===== src/rtl/irq_agg_pkg.sv =====
package irq_agg_pkg;

  localparam int VEC_W   = 64;
  localparam int NUM_LVL = 5;

  typedef logic [VEC_W-1:0] vec_t;

  // Byte addresses of the register slots
  localparam int MASK_BASE   = 32'h10000;
  localparam int MASK_STRIDE = 8;
  localparam int SET_ADDR    = 32'h10020;
  localparam int CLR_ADDR    = 32'h10028;
  localparam int STAT_ADDR   = 32'h10030;

  // Lowest and highest vector of each priority level
  function automatic int lvl_lo(int l);
    case (l)
      0: return 0;
      1: return 16;
      2: return 32;
      3: return 50;
      default: return 51;
    endcase
  endfunction

  function automatic int lvl_hi(int l);
    case (l)
      0: return 15;
      1: return 31;
      2: return 49;
      3: return 50;
      default: return 63;
    endcase
  endfunction

  function automatic vec_t lvl_mask(int l);
    vec_t m;
    m = '0;
    for (int b = 0; b < VEC_W; b++) begin
      if (b >= lvl_lo(l) && b <= lvl_hi(l)) m[b] = 1'b1;
    end
    return m;
  endfunction

endpackage


===== src/rtl/irq_status_reg.sv =====
module irq_status_reg
  import irq_agg_pkg::*;
(
  input  logic clk,
  input  logic rst_n,
  input  vec_t set_vec,
  input  vec_t clr_vec,
  input  vec_t hw_src,
  output vec_t status_q
);

  vec_t status_d;
  logic upd_en;

  // Set (software or hardware) takes precedence over clear
  always_comb begin
    upd_en   = |(set_vec | clr_vec | hw_src);
    status_d = (status_q & ~clr_vec) | set_vec | hw_src;
  end

  always_ff @(posedge clk or negedge rst_n) begin
    if (!rst_n) begin
      status_q <= '0;
    end else if (upd_en) begin
      status_q <= status_d;
    end
  end

  // a set of either kind always lands, even against a clear
  a_r6_set_wins: assert property (@(posedge clk) disable iff (!rst_n)
    (|(set_vec | hw_src)) |=> ((status_q & $past(set_vec | hw_src)) == $past(set_vec | hw_src)));

  // cleared bits without a competing set are gone next cycle
  a_r4_clear_takes: assert property (@(posedge clk) disable iff (!rst_n)
    (|clr_vec) |=> ((status_q & $past(clr_vec & ~(set_vec | hw_src))) == '0));

  // with no set, clear or source, pending state does not move
  a_r10_hold: assert property (@(posedge clk) disable iff (!rst_n)
    ((set_vec | clr_vec | hw_src) == '0) |=> $stable(status_q));

endmodule


===== src/rtl/irq_mask_bank.sv =====
module irq_mask_bank
  import irq_agg_pkg::*;
#(
  parameter int NUM_CPU = 4
) (
  input  logic               clk,
  input  logic               rst_n,
  input  logic [NUM_CPU-1:0] we,
  input  vec_t               wdata,
  output vec_t [NUM_CPU-1:0] mask_q
);

  for (genvar c = 0; c < NUM_CPU; c++) begin : g_cpu
    vec_t mask_d;

    always_comb begin
      mask_d = wdata;
    end

    always_ff @(posedge clk or negedge rst_n) begin
      if (!rst_n) begin
        mask_q[c] <= '0;
      end else if (we[c]) begin
        mask_q[c] <= mask_d;
      end
    end

    // a mask only changes when its own slot is written
    a_r2_mask_hold: assert property (@(posedge clk) disable iff (!rst_n)
      !we[c] |=> $stable(mask_q[c]));
  end

endmodule


===== src/rtl/irq_level_reduce.sv =====
module irq_level_reduce
  import irq_agg_pkg::*;
(
  input  logic               clk,
  input  logic               rst_n,
  input  logic               enable,
  input  vec_t               status,
  input  vec_t               mask,
  output logic [NUM_LVL-1:0] lvl_q
);

  vec_t               live;
  logic [NUM_LVL-1:0] any_hit;
  logic [NUM_LVL-1:0] lvl_d;

  always_comb begin
    live = status & mask;
  end

  for (genvar l = 0; l < NUM_LVL; l++) begin : g_lvl
    localparam vec_t LVL_BITS = lvl_mask(l);
    always_comb begin
      any_hit[l] = |(live & LVL_BITS);
    end
  end

  always_comb begin
    lvl_d = enable ? any_hit : '0;
  end

  always_ff @(posedge clk or negedge rst_n) begin
    if (!rst_n) begin
      lvl_q <= '0;
    end else begin
      lvl_q <= lvl_d;
    end
  end

  // dropping the global enable silences every line next cycle
  a_r9_gate: assert property (@(posedge clk) disable iff (!rst_n)
    !enable |=> (lvl_q == '0));

  // nothing pending and enabled means no line next cycle
  a_r8_no_spurious: assert property (@(posedge clk) disable iff (!rst_n)
    ((status & mask) == '0) |=> (lvl_q == '0));

endmodule


===== src/rtl/prio_irq_aggregator.sv =====
module prio_irq_aggregator
  import irq_agg_pkg::*;
#(
  parameter int NUM_CPU = 4,
  parameter int ADDR_W  = 20
) (
  input  logic                       clk,
  input  logic                       rst_n,
  input  logic                       int_enable,
  input  logic [63:0]                hw_src,
  input  logic                       reg_wr,
  input  logic                       reg_rd,
  input  logic [ADDR_W-1:0]          reg_addr,
  input  logic [63:0]                reg_wdata,
  output logic [63:0]                reg_rdata,
  output logic [NUM_CPU*NUM_LVL-1:0] irq_lvl
);

  localparam logic [ADDR_W-1:0] A_SET  = ADDR_W'(SET_ADDR);
  localparam logic [ADDR_W-1:0] A_CLR  = ADDR_W'(CLR_ADDR);
  localparam logic [ADDR_W-1:0] A_STAT = ADDR_W'(STAT_ADDR);

  // Reset: asserted asynchronously, released after two clock edges
  logic rst_meta;
  logic rst_n_i;

  always_ff @(posedge clk or negedge rst_n) begin
    if (!rst_n) begin
      rst_meta <= 1'b0;
      rst_n_i  <= 1'b0;
    end else begin
      rst_meta <= 1'b1;
      rst_n_i  <= rst_meta;
    end
  end

  // Write decode
  vec_t               set_vec;
  vec_t               clr_vec;
  logic [NUM_CPU-1:0] mask_we;

  always_comb begin
    set_vec = (reg_wr && reg_addr == A_SET) ? reg_wdata : '0;
    clr_vec = (reg_wr && reg_addr == A_CLR) ? reg_wdata : '0;
  end

  for (genvar c = 0; c < NUM_CPU; c++) begin : g_we
    localparam logic [ADDR_W-1:0] A_MASK = ADDR_W'(MASK_BASE + MASK_STRIDE * c);
    always_comb begin
      mask_we[c] = reg_wr && (reg_addr == A_MASK);
    end
  end

  vec_t               status_q;
  vec_t [NUM_CPU-1:0] mask_q;

  irq_status_reg u_status (
    .clk      (clk),
    .rst_n    (rst_n_i),
    .set_vec  (set_vec),
    .clr_vec  (clr_vec),
    .hw_src   (hw_src),
    .status_q (status_q)
  );

  irq_mask_bank #(.NUM_CPU(NUM_CPU)) u_masks (
    .clk    (clk),
    .rst_n  (rst_n_i),
    .we     (mask_we),
    .wdata  (reg_wdata),
    .mask_q (mask_q)
  );

  for (genvar c = 0; c < NUM_CPU; c++) begin : g_cpu
    irq_level_reduce u_reduce (
      .clk    (clk),
      .rst_n  (rst_n_i),
      .enable (int_enable),
      .status (status_q),
      .mask   (mask_q[c]),
      .lvl_q  (irq_lvl[c*NUM_LVL +: NUM_LVL])
    );
  end

  // Read path: set and clear slots read as zero
  vec_t rd_val;
  vec_t rdata_d;

  always_comb begin
    rd_val = '0;
    for (int c = 0; c < NUM_CPU; c++) begin
      if (reg_addr == ADDR_W'(MASK_BASE + MASK_STRIDE * c)) rd_val = mask_q[c];
    end
    if (reg_addr == A_STAT) rd_val = status_q;
    rdata_d = reg_rd ? rd_val : '0;
  end

  always_ff @(posedge clk or negedge rst_n_i) begin
    if (!rst_n_i) begin
      reg_rdata <= '0;
    end else begin
      reg_rdata <= rdata_d;
    end
  end

  // the set and clear slots never return data
  a_r10_setclr_zero: assert property (@(posedge clk) disable iff (!rst_n_i)
    (reg_rd && (reg_addr == A_SET || reg_addr == A_CLR)) |=> (reg_rdata == '0));

  // no read strobe, no read data
  a_r10_idle_zero: assert property (@(posedge clk) disable iff (!rst_n_i)
    !reg_rd |=> (reg_rdata == '0));

endmodule


===== config.mk =====
export PLATFORM = sky130hd
export DESIGN_NAME = prio_irq_aggregator
export DESIGN_NICKNAME = d
export VERILOG_FILES = /design/src/rtl/irq_agg_pkg.sv /design/src/rtl/irq_status_reg.sv /design/src/rtl/irq_mask_bank.sv /design/src/rtl/irq_level_reduce.sv /design/src/rtl/prio_irq_aggregator.sv
export SDC_FILE = /design/constraint.sdc
export NUM_CORES = 1
export LEC_CHECK = 0
export BUFFER_PORTS_ARGS = -buffer_cell sky130_fd_sc_hd__buf_2
export CAP_MARGIN = 15
export CORE_AREA = 2 2 191 193
export CTS_BUF_LIST = sky130_fd_sc_hd__clkbuf_8 sky130_fd_sc_hd__clkbuf_16
export DETAILED_ROUTE_END_ITERATION = 8
export DIE_AREA = 0 0 193 195
export GPL_ROUTABILITY_DRIVEN = 0
export GPL_TIMING_DRIVEN = 0
export PLACE_DENSITY = 0.83
export SETUP_SLACK_MARGIN = 0.3
export SYNTH_ARGS = -nofsm -noshare
export SYNTH_HDL_FRONTEND = slang
export SYNTH_SLANG_ARGS = --single-unit

===== constraint.sdc =====
create_clock -name clk -period 11.6 [get_ports clk]
set_input_delay 1.16 -clock clk [delete_from_list [all_inputs] [get_ports clk]]
set_output_delay 1.16 -clock clk [all_outputs]
set_load 0.02 [all_outputs]

# After elaboration in Yosys (flattened, before gate mapping)
# Cells that the tools add are included.
dict set report op_classes {
  n_eq_ne 7
  muxes 12
  bitwise 10
  n_reduce_logical 23
}
# op n
set op_table {}
lappend op_table {{64-bit 2-to-1 mux} 8}
lappend op_table {{64-bit bitwise AND} 5}
lappend op_table {{64-bit bitwise OR} 4}
lappend op_table {{20-bit by 17-bit == test with 1-bit output (second input constant)} 7}
lappend op_table {{16-bit OR reduction} 8}
lappend op_table {{18-bit OR reduction} 4}
lappend op_table {{64-bit inverter} 1}
lappend op_table {{64-bit OR reduction} 1}
lappend op_table {{13-bit OR reduction} 4}
lappend op_table {{5-bit 2-to-1 mux} 4}
lappend op_table {{1-bit logical AND} 6}
dict set report word_totals {
  reg_bits 406
  inputBits 153
  output_inout_bits 84
  elab_cells 64
}

# Logic depth before layout (Yosys ltp)
dict set report logic_depth {
  word_depth 7
  ltp_mapped 8
  mapped_depth_nobuf 4
}

# By module
# From an unflattened synthesis, not the netlist that was laid out.
dict set report hier_totals {
  cells_unflattened 1397
  hier_area_um2 18960.7
}
# mod n_inst cells_each area_per_inst_um2 seq_area_each_um2
set modules_own_cells {}
lappend modules_own_cells {irq_mask_bank 1 540 9664.3 6406.1}
lappend modules_own_cells {prio_irq_aggregator 1 405 4912.2 1651.6}
lappend modules_own_cells {irq_status_reg 1 256 2402.3 1601.5}
lappend modules_own_cells {irq_level_reduce 4 49 495.5 125.1}

# Least setup slack after synthesis
# Ideal clock, no wire load.
dict set report synth_path {
  path_type {input to register}
  start {input reg_addr[7]}
  end {register u_masks.mask_q[100] (netlist bit)}
  setup_ns 0.125
  arrival_ns 2.890
  t_required_ns 11.475
  slack_ns 8.585
  stages 6
  n_path_buf 2
  cell_sequence {or4b_4 nor4_2 and3_1 buf_4 buf_6 mux2_2}
}
dict set report synth_via {
  elab_chain_cells 2
}
# element line
set synth_lines {}
lappend synth_lines {{start: declaration} prio_irq_aggregator.sv:13} ;# input logic [ADDR_W-1:0] reg_addr,
lappend synth_lines {{20-bit by 17-bit == test with 1-bit output} prio_irq_aggregator.sv:50} ;# mask_we[c] = reg_wr && (reg_addr == A_MASK);
lappend synth_lines {{1-bit logical AND} prio_irq_aggregator.sv:50}
lappend synth_lines {{end signal: indexed assignment} irq_mask_bank.sv:24} ;# mask_q[c] <= mask_d;
lappend synth_lines {{end: declaration} irq_mask_bank.sv:10} ;# output vec_t [NUM_CPU-1:0] mask_q
# No other way between the ends.
# A chain may end at the register's enable or synchronous reset.

# Final worst setup path
dict set report layout_path {
  start {input reg_addr[1]}
  end {register u_status.status_q[39]}
}
dict set report layout_via {
  elab_chain_cells 7
  elab_cells_between_ends 13
  cone_classes {2 x eq/ne; 2 x mux; 6 x bitwise; 3 x reduce/logical}
}
# element line
set layout_lines {}
lappend layout_lines {{branches (longest 7 deep; another with 64-bit 2-to-1 mux)} -}
lappend layout_lines {{end signal: assignment} irq_status_reg.sv:25} ;# status_q <= status_d;
lappend layout_lines {{end: declaration} irq_status_reg.sv:9} ;# output vec_t status_q
# Several ways; the timed one is not identified.

==> out/results.txt <==
The flow ran to the end, and the final reports show no timing, DRC or antenna violations. The pin count of the biggest net entering global routing came out at 77. Cell taking the most area after synthesis: dfrtp_1. Among all flip-flop cells after synthesis, the most frequent one is dfrtp_1. The cell area after placement was 20600 µm²; the share of the synthesized area in the top cell type was 54.5%. Critical path capture point type: a register. The clock insertion delay at the later pin of the skew report was 550 ps; the number of pins with negative max-slew slack in the final report was 0.

The run gives 6 as the initial antenna violation count. The logs give 0 ps for the setup TNS and 237 for the I/O pin count. The detail-routed via count per cell came out at 6.86. Setup repair after global routing left no endpoint under its margin. The overall power of the completed layout is 2.95 mW, and the total number of yosys warnings is 0. Cell area power density: 134 nW/µm². Max-cap violations in this run came to 0. The biggest cell delay along the critical path works out to 620 ps. CTS placed an instance of clkbuf_16 at the clock tree root. The tools report the area of all placed cells without fillers as 22000 µm².

Measured against its own limit, the worst slew margin works out to 31.8%. The tools report the launch point of the worst path as reg_addr[1]. Counting instances in the post-synthesis netlist gives the leading cell types as dfrtp_1 (406), mux2_2 (244), a221o_1 (64), mux2i_1 (64), nand3_1 (64).

For the setup-violating endpoint count in the final report, the log shows 0. The post-route clock skew was 14.0 ps. The maximum fanout along the worst path is 10. TritonCTS built the clock tree. The post-detailed-route wirelength per cell was 27.1 µm; the number of enable-type register cells in the synthesized netlist was 0. The quantity of I/O buffers inserted on ports is 235, and the iteration-0 DRC count of the detailed router is 1821.

The logs give 0 for the post-CTS resize count and 2713 for the final-layout fill cell count. In the finished design, the share of the clock period the worst path needs comes to 27.8%. Synthesis inferred 406 register bits. The shortest period the worst path allows was 3220 ps. VDD sags by at most 118 µV.

Summing every instance area after synthesis gives 18600 µm². Traced cell by cell, the critical path runs through buf_2 -> nor4b_2 -> and3b_1 -> buf_2 -> clkbuf_1 -> nand3_1 -> a221o_1. Sorting the synthesized cells by area gives the leading types as dfrtp_1 (54%), mux2_2 (15%), a221o_1 (3.4%), mux2i_1 (3.4%), a221oi_1 (2.3%). For the total overflow reported by the global router, the log shows 0. The logs give 35400 µm² for the core box area and 42 for the clock buffer count from CTS.

For this configuration, the core starts out at a cell density of 52.7%. The logs give 0.310 GHz for the maximum operating frequency and 59900 µm for the total length of routed wires. The number of hold violations in the final report is 0, and the number of cell rows is 69. The total nets after synthesis came out at 1589.

The tools report the post-CTS repair timing setup buffer count as 0. A synthesized cell averages 13.0 µm². The min-delay analysis places its worst path in the category register to async pin.

The clock sink count was 406. The width of the die works out to 193 µm. The data required time at the worst endpoint was 12020 ps. The utilization after layout was 62.2%; the relative area change from synthesis to final layout was 18.0%.

The final worst hold slack is 337 ps. The pre-antenna-repair detailed-routing pass consisted of 8 iterations. Summing the sequential cell areas from Yosys gives 54.5% of the chip area. Synthesis produced a netlist whose cell count is 1436. In the synthesized netlist the async set-or-reset flop fraction comes to 100%.

For the routed via count, the log shows 15200. Via count of the first global-routing pass: 15200. Class of the most critical setup path: primary input to register.

The floorplan die area came out at 37600 µm². dfrtp_1 is the most common cell in the netlist. The tools report the net count reported at finish as 1874.

By instance count, the cell type seen most on the critical path is buf_2. The worst register-to-register path begins at u_status.status_q[42]. The logs give 3650 ps for the arrival time of data at the critical path endpoint and 10.5 nW for the leakage component of the power. Final antenna-violating net count: 0. The tools report the half-perimeter wire length after placement as 41400 µm. STA classifies the critical path startpoint as a primary input. The wire length of the first global-routing pass is 90100 µm, and the hold-fix buffer count after cts is 0.

For the pin with the worst max-slew slack, the measured transition is 1020 ps. For this run, design rule violations remaining after detail routing come to 0. The H-tree was split into 2 levels.

Clock-pin slew was measured on the worst setup and hold paths at 60 ps. In this run the vertical extent of the chip is 195 µm. Cells with a size suffix above 1 make up 36.7% of the layout. On the critical path, the stage with the largest delay is an instance of nor4b_2.

In this run, distinct cell masters in the synthesized netlist total 45. The run gives 31.5% as the total routing resource utilization after global routing. Counting along the longest clock path gives a buffer depth of 3.
[worst paths after layout]
kind	end	slack (ps)	cells past startpoint
hold reg to reg	reg_rdata[55]	340	0
min in group clk	rst_n_i	350	0
setup reg to reg	g_cpu[2].u_reduce.lvl_q[2]	9900	4
hold / removal	reg_rdata[55]	340	0
setup / recovery	u_status.status_q[39]	8380	7
max in group asynchronous	reg_rdata[19]	10210	2
[cells in the final DEF, fill, tap and decap left out, types with 45 or more instances in the layout]
cell type	netlist	final
clkbuf_1	46	46
mux2i_1	64	64
a21oi_1	46	46
a221o_1	64	64
nand3_1	64	64
clkbuf_16	0	45
o22ai_1	48	48
buf_2	16	251
a221oi_1	48	48
mux2_2	244	244
dfrtp_1	406	405
[layout make-up]
type / count / area (µm²) / share of cell area, %
diodes: 3 / 7.51 / 0.0341
plain buffers: 105 / 636 / 2.89
clock buffers: 52 / 1220 / 5.55
clock inverters: 20 / 211 / 0.961
inverters: 1 / 3.75 / 0.0171
multi-input cells: 924 / 7850 / 35.7
flip-flops and latches: 406 / 10200 / 46.2
well taps: 461 / 577 / 2.62
repair buffers: 241 / 1340 / 6.09
[logic make-up (layout without fill, tap and decap cells)]
kind of cell | after synthesis | in the layout | synth area share [%]
muxes | 320 | 320 | 18.9
AOI/OAI and AO/OA | 408 | 408 | 17.5
and+or+nand+nor | 195 | 195 | 5.62
DFF | 406 | 406 | 54.5
other | 1 | 4 | 0.0201
buffers and inverters | 106 | 419 | 3.43
[power breakdown]
| part | internal (mW) | switching [mW] | total [mW] |
|---|---|---|---|
| Combinational | 0.0390 | 0.0893 | 0.128 |
| Sequential | 1.42 | 0.00300 | 1.42 |
| Clock | 0.834 | 0.569 | 1.40 |
[per-layer routing]
metal	part of all wire, %	vias to the layer above	GRT usage, %
met5	0.045	-	0
met2	46	1047	49.0
met4	4.8	6	13.9
li1	-	6200	-
met3	10	243	7.53
met1	38	7688	42.0
[state kept, by name (all words and copies together) (netlist names)]
name	flops
g_cpu.u_reduce.lvl_q	20
reg_rdata	64
u_status.status_q	64
u_masks.mask_q	256
rst_n_i	1
rst_meta	1
[critical path, delay by kind of cell]
family	cells	cell delay (ps)
AO/OA/AOI/OAI	1	320
AND/OR/NAND/NOR	3	1100
buffers and inverters	3	1050
[metrics by stage]
stage                     cells  setup slack [ps]
after CTS                  2210              8430
after floorplan            1436              4980
after global placement     2132              2800
after global routing       2210              8300
final                      2213              8380
after detailed placement   2138              7890
Note: power is estimated with default switching activity, not from simulation.
